--- src/rtl/gpib_tmr_pkg.sv ---
package gpib_tmr_pkg;

  typedef enum logic {
    PULSE_HIGH = 1'b0,
    PULSE_LOW  = 1'b1
  } pulse_pol_e;

  // Whole clock cycles in a span of ns nanoseconds, never less than one
  function automatic int unsigned span_cycles(longint unsigned hz, longint unsigned ns);
    longint unsigned c;
    c = (hz * ns) / 64'd1_000_000_000;
    if (c == 0) c = 1;
    return int'(c);
  endfunction

endpackage

--- src/rtl/gpt_retrig_timer.sv ---
module gpt_retrig_timer
  import gpib_tmr_pkg::*;
#(
  parameter int unsigned LEN = 8,
  parameter pulse_pol_e  POL = PULSE_HIGH
) (
  input  logic clk,
  input  logic rst_n,
  input  logic trig,
  output logic pulse_o
);

  localparam int unsigned CW = $clog2(LEN + 1);
  localparam logic [CW-1:0] LOAD = CW'(LEN);

  logic [CW-1:0] cnt_q, cnt_d;
  logic          running;
  logic          cnt_en;

  assign running = (cnt_q != '0);
  assign cnt_en  = trig | running;

  always_comb begin
    if (trig) cnt_d = LOAD;
    else      cnt_d = cnt_q - 1'b1;
  end

  always_ff @(posedge clk or negedge rst_n) begin
    if (!rst_n)      cnt_q <= '0;
    else if (cnt_en) cnt_q <= cnt_d;
  end

  generate
    if (POL == PULSE_LOW) begin : g_low
      assign pulse_o = ~running;
    end else begin : g_high
      assign pulse_o = running;
    end
  endgenerate

  AST_CNT_BOUND: assert property (@(posedge clk) disable iff (!rst_n)
    cnt_q <= LOAD);

  AST_RETRIG_LOAD: assert property (@(posedge clk) disable iff (!rst_n)
    trig |=> (cnt_q == LOAD));

  AST_STEADY_DECAY: assert property (@(posedge clk) disable iff (!rst_n)
    (!trig && running) |=> (cnt_q == $past(cnt_q) - 1'b1));

  AST_IDLE_STAYS: assert property (@(posedge clk) disable iff (!rst_n)
    (!trig && !running) |=> !running);

endmodule

--- src/rtl/gpt_atn_gate.sv ---
module gpt_atn_gate (
  input  logic clk,
  input  logic rst_n,
  input  logic atn_i,
  input  logic en_i,
  output logic fire_o
);

  logic atn_q;
  logic pend_q, pend_d;
  logic rise;

  assign rise   = atn_i & ~atn_q;
  assign fire_o = en_i & (rise | pend_q);

  always_comb begin
    pend_d = (pend_q | rise) & ~fire_o;
  end

  always_ff @(posedge clk or negedge rst_n) begin
    if (!rst_n) begin
      atn_q  <= 1'b0;
      pend_q <= 1'b0;
    end else begin
      atn_q  <= atn_i;
      pend_q <= pend_d;
    end
  end

  AST_HOLD_OFF: assert property (@(posedge clk) disable iff (!rst_n)
    !en_i |-> !fire_o);

  AST_PEND_RELEASE: assert property (@(posedge clk) disable iff (!rst_n)
    (pend_q && en_i) |-> fire_o);

  AST_PEND_KEEP: assert property (@(posedge clk) disable iff (!rst_n)
    (pend_q && !en_i) |=> pend_q);

  AST_LEVEL_ONCE: assert property (@(posedge clk) disable iff (!rst_n)
    (atn_q && atn_i && !pend_q) |-> !fire_o);

endmodule

--- src/rtl/gpib_pulse_timer.sv ---
module gpib_pulse_timer
  import gpib_tmr_pkg::*;
#(
  parameter longint unsigned CLK_HZ    = 64'd200_000_000,
  parameter int unsigned     SHORT_CYC = span_cycles(CLK_HZ, 64'd5_000),
  parameter int unsigned     LONG_CYC  = span_cycles(CLK_HZ, 64'd500_000)
) (
  input  logic clk,
  input  logic rst_n,
  input  logic data_placed,
  input  logic atn_rx,
  input  logic chain_en,
  output logic dav_go,
  output logic cmd_win_n
);

  logic [1:0] rst_pipe_q;
  logic       rst_int_n;
  logic       win_fire;

  always_ff @(posedge clk or negedge rst_n) begin
    if (!rst_n) rst_pipe_q <= 2'b00;
    else        rst_pipe_q <= {rst_pipe_q[0], 1'b1};
  end
  assign rst_int_n = rst_pipe_q[1];

  gpt_atn_gate u_gate (
    .clk    (clk),
    .rst_n  (rst_int_n),
    .atn_i  (atn_rx),
    .en_i   (chain_en),
    .fire_o (win_fire)
  );

  gpt_retrig_timer #(.LEN(SHORT_CYC), .POL(PULSE_HIGH)) u_settle (
    .clk     (clk),
    .rst_n   (rst_int_n),
    .trig    (data_placed),
    .pulse_o (dav_go)
  );

  gpt_retrig_timer #(.LEN(LONG_CYC), .POL(PULSE_LOW)) u_window (
    .clk     (clk),
    .rst_n   (rst_int_n),
    .trig    (win_fire),
    .pulse_o (cmd_win_n)
  );

  AST_REST_IN_RESET: assert property (@(posedge clk)
    !rst_int_n |-> (!dav_go && cmd_win_n));

  AST_WIN_NEEDS_EN: assert property (@(posedge clk) disable iff (!rst_int_n)
    $fell(cmd_win_n) |-> $past(chain_en));

  AST_SETTLE_START: assert property (@(posedge clk) disable iff (!rst_int_n)
    data_placed |=> dav_go);

  AST_TIMERS_APART: assert property (@(posedge clk) disable iff (!rst_int_n)
    (data_placed && !win_fire && cmd_win_n) |=> cmd_win_n);

  initial begin
    AST_LEN_POSITIVE: assert (SHORT_CYC >= 1 && LONG_CYC >= 1);
  end

endmodule

--- config.mk ---
export PLATFORM = sky130hd
export DESIGN_NAME = gpib_pulse_timer
export DESIGN_NICKNAME = d
export VERILOG_FILES = /design/src/rtl/gpib_tmr_pkg.sv /design/src/rtl/gpt_retrig_timer.sv /design/src/rtl/gpt_atn_gate.sv /design/src/rtl/gpib_pulse_timer.sv
export SDC_FILE = /design/constraint.sdc
export NUM_CORES = 1
export LEC_CHECK = 0
export CORE_MARGIN = 2
export CORE_UTILIZATION = 55
export CTS_CLUSTER_DIAMETER = 150
export CTS_CLUSTER_SIZE = 25
export DETAILED_ROUTE_END_ITERATION = 8
export PLACE_DENSITY_LB_ADDON = 0.1
export SKIP_CTS_REPAIR_TIMING = 1
export SLEW_MARGIN = 5
export SYNTH_ARGS = -nofsm -noshare
export SYNTH_HDL_FRONTEND = slang
export SYNTH_SLANG_ARGS = --single-unit
--- constraint.sdc ---
create_clock -name clk -period 1.8 [get_ports clk]
set_input_delay 0.18 -clock clk [delete_from_list [all_inputs] [get_ports clk]]
set_output_delay 0.18 -clock clk [all_outputs]
set_load 0.02 [all_outputs]
==> reports/results.env <==
DPL_CELL_AREA_UM2=1970
MAXCLOCKFREQUENCY_MHz=580
FINAL_NETS=220
MAX-VDD-IR-DROP_uV=696
ANTENNA_CELLS_INSERTED=0
ROUTE.ANTENNA.REMAINING_NETS=0
FIN_CRIT_PS=1730
MAXCAPVIOLCOUNT=0
CRITPATHARRIVALTIME_PS=1990
SETUP.WORST_PATH.END_CLASS='register'
INITIAL_CORE_UTIL_PCT=56.5
GRT_MAX_DEGREE=18
SYNTH_MOST_COMMON_CELL='sky130_fd_sc_hd__dfrtp_1'
PLACEMENT_ROW_COUNT=20
GRTUSAGETOTAL_PCT=25.7
PERIOD_SHARE_PCT=95.8
DRT-PASS1-ITER-COUNT=4
GRT.OVERFLOW.TOTAL=0
FP.COREAREA_UM2=2980
CLOCK_SKEW_PS=16.4
POST-DP-HPWL_MM=2.84
ACTUAL_SLEW_AT_THE_WORST_MAX_SLEW_PIN_PS=581
FLOP_AND_LATCH_COUNT_OUT_OF_SYNTHESIS=31
CTS_INSERTED_BUFFERS=5
CRITICAL_PATH_PEAK_FANOUT=3
YS.WARNINGS.COUNT=0
DRC=0
ROUTE.DETAILED.WL_PER_INST_UM=16.3
CLK_PIN_SLEW_PS=100
REPORT.POWER.TOTAL_mW=2.00
SETUP_TOTAL_NEGATIVE_SLACK_PS=0
POST-ROUTE-WORST-SETUP-SLACK_PS=74.8
AREA_OF_THE_DIE_UM2=3520
RSZ0062_AT_GRT='true'
CRITICAL_PATH.REG2REG.STARTPOINT='u_window.cnt_q[5]'
PORT_BUFFERS=6
DRT_FIRST_ITER_VIOLATIONS=50
SYNTH_CELL_TYPES=48
POST_SYNTH_MAIN_AREA_CONTRIBUTORS='sky130_fd_sc_hd__dfrtp_1, sky130_fd_sc_hd__nor2_1, sky130_fd_sc_hd__nor3_1'
DIE_X_UM=59.3
FINAL_NUMBER_OF_SETUP_VIOLATING_ENDPOINTS=0
SYN_AREA_PER_CELL_UM2=9.78
SYNTH_COMMON_CELLS='sky130_fd_sc_hd__dfrtp_1, sky130_fd_sc_hd__nor2_1, sky130_fd_sc_hd__nor3_1'
IO_PINS=7
SYN_AREA_UM2=1680
CLOCKBUFFERDEPTH=2
VIAS_IN_THE_FIRST_GLOBAL_ROUTE=1473
GRT_PASS1_WL_MM=6.67
GLOBALPLACE.CONGESTION=0.816
ROUTE.VIAS.TOTAL=1466
SLEW_VIOLATIONS=0
VIAS_PER_CELL=5.96
MIN-DELAY-PATH-CLASS='register to asynchronous set/reset pin'
START_KIND='register'
R2R_SLACK_PS=70
CLOCK-ROOT-BUFFER='sky130_fd_sc_hd__clkbuf_4'
H-TREE-DEPTH=2
DRIVE_ABOVE_1_SHARE_PCT=27.2
YS_SEQ_AREA_SHARE_PCT=46.1
POST_SYNTH_INST_COUNT=172
LAYOUT-AREA-OVERHEAD-VS-SYNTH_PCT=25.6
WORST-R2R-CELL-COUNT=6
FINALINSTANCEAREA_UM2=2110
GRT_ANTENNA_BEFORE_REPAIR=0
DIE_HEIGHT_UM=59.3
TIMING.RR.END='u_window.cnt_q[15]'
SYNTHFLOPTYPE='sky130_fd_sc_hd__dfrtp_1'
POWER_DENSITY_nW_PER_UM2=948
SLEW_HR_PCT=61.3
SYNTH_EDF_COUNT=0
CRITPATHKIND='register to register'
CTS_SINKS=31
LEAKAGEPOWER_nW=0.817
WORST_HOLD_SLACK_PS=235
CLKLATENCYLATEPIN_PS=340
SYN_NETS=179
OUTCOME='finished, final reports clean'
PLACE_WS_PS=-29.7
CP.REQUIRED_PS=2060
SYNTHARSTFLOPSHARE_PCT=100
DRT-TOTAL-WL_MM=4.00
CTS_TREE='done'
HOLD_VIOL=0
YOSYSTOPAREACELL='sky130_fd_sc_hd__dfrtp_1'
YOSYSTOPAREACELLSHARE_PCT=46.1
==> cell families after synthesis <==
| family | synth area share (%) |
|---|---|
| AOI/OAI and AO/OA | 16.7 |
| xor gates and xnor gates | 1.04 |
| adders and majority gates | 1.49 |
| buffers and inverters | 2.68 |
| DFF | 46.1 |
| muxes | 2.38 |
| other | 0.223 |
| and+or+nand+nor | 29.4 |
==> where the power goes <==
group	switching, mW	leakage (nW)	internal, mW	total [mW]
sequential	0.122	0.354	0.796	0.918
combinational	0.329	0.429	0.340	0.669
clock	0.237	0.0341	0.181	0.417
==> cell type report <==
cell class                      instances  area (um^2)
Multi-Input combinational cell        132          901
Tap cell                               33         41.3
Sequential cell                        31          777
Clock buffer                            6         51.3
Timing Repair Buffer                   38          319
Inverter                                5         18.8
Fill cell                             228          865
Clock inverter                          1         5.00
==> worst max-delay path by stage <==
| stage | startpoint | end | depth (start not counted) |
|---|---|---|---|
| 6_report | u_window.cnt_q[5] | u_window.cnt_q[15] | 6 |
| 5_1_grt | u_window.cnt_q[0] | cmd_win_n | 6 |
| 4_1_cts | u_window.cnt_q[0] | cmd_win_n | 6 |
| 3_5_place_dp | u_window.cnt_q[0] | u_window.cnt_q[15] | 7 |
| 3_3_place_gp | u_window.cnt_q[0] | cmd_win_n | 6 |
| 2_1_floorplan | u_window.cnt_q[0] | u_window.cnt_q[15] | 6 |
==> worst max-delay path: stages, from the launching register on <==
cell and delay, ps:
sky130_fd_sc_hd__dfrtp_1 430, sky130_fd_sc_hd__nor4_4 320, sky130_fd_sc_hd__buf_4 170, sky130_fd_sc_hd__nand4_1 130, sky130_fd_sc_hd__buf_4 170, sky130_fd_sc_hd__nor3_2 230
sky130_fd_sc_hd__mux2i_1 210
==> cells in the final DEF (no fill, tap or decap), types with 4 or more instances in the layout <==
cell type	Yosys	final
sky130_fd_sc_hd__a211o_1	4	4
sky130_fd_sc_hd__a211oi_1	5	5
sky130_fd_sc_hd__a21oi_1	11	11
sky130_fd_sc_hd__buf_4	0	30
sky130_fd_sc_hd__clkbuf_4	0	5
sky130_fd_sc_hd__clkdlybuf4s50_1	0	4
sky130_fd_sc_hd__dfrtp_1	31	30
sky130_fd_sc_hd__inv_1	5	5
sky130_fd_sc_hd__mux2i_1	4	4
sky130_fd_sc_hd__nand2_1	10	10
sky130_fd_sc_hd__nand3_1	7	7
sky130_fd_sc_hd__nand4_1	4	4
sky130_fd_sc_hd__nor2_1	17	17
sky130_fd_sc_hd__nor2b_1	5	5
sky130_fd_sc_hd__nor3_1	12	11
sky130_fd_sc_hd__o21ai_0	9	8
==> metrics by stage <==
stage,utilization [%],std cells
floorplan,-,172
global placement,66.0,233
detailed placement,66.0,233
CTS,67.9,240
global route,71.0,246
finish,71.0,246
==> state kept, by name, summed over array words and instances (netlist names) <==
register / count
rst_pipe_q: 2
u_gate.atn_q: 1
u_gate.pend_q: 1
u_settle.cnt_q: 10
u_window.cnt_q: 17
==> per-layer routing <==
metal / track usage [%] / wire [um]
met1: 30.2 / 1620
met2: 44.6 / 2220
met3: 7.42 / 106
met4: 9.09 / 55
met5: 0 / 0
(Power assumes the default switching activity.)
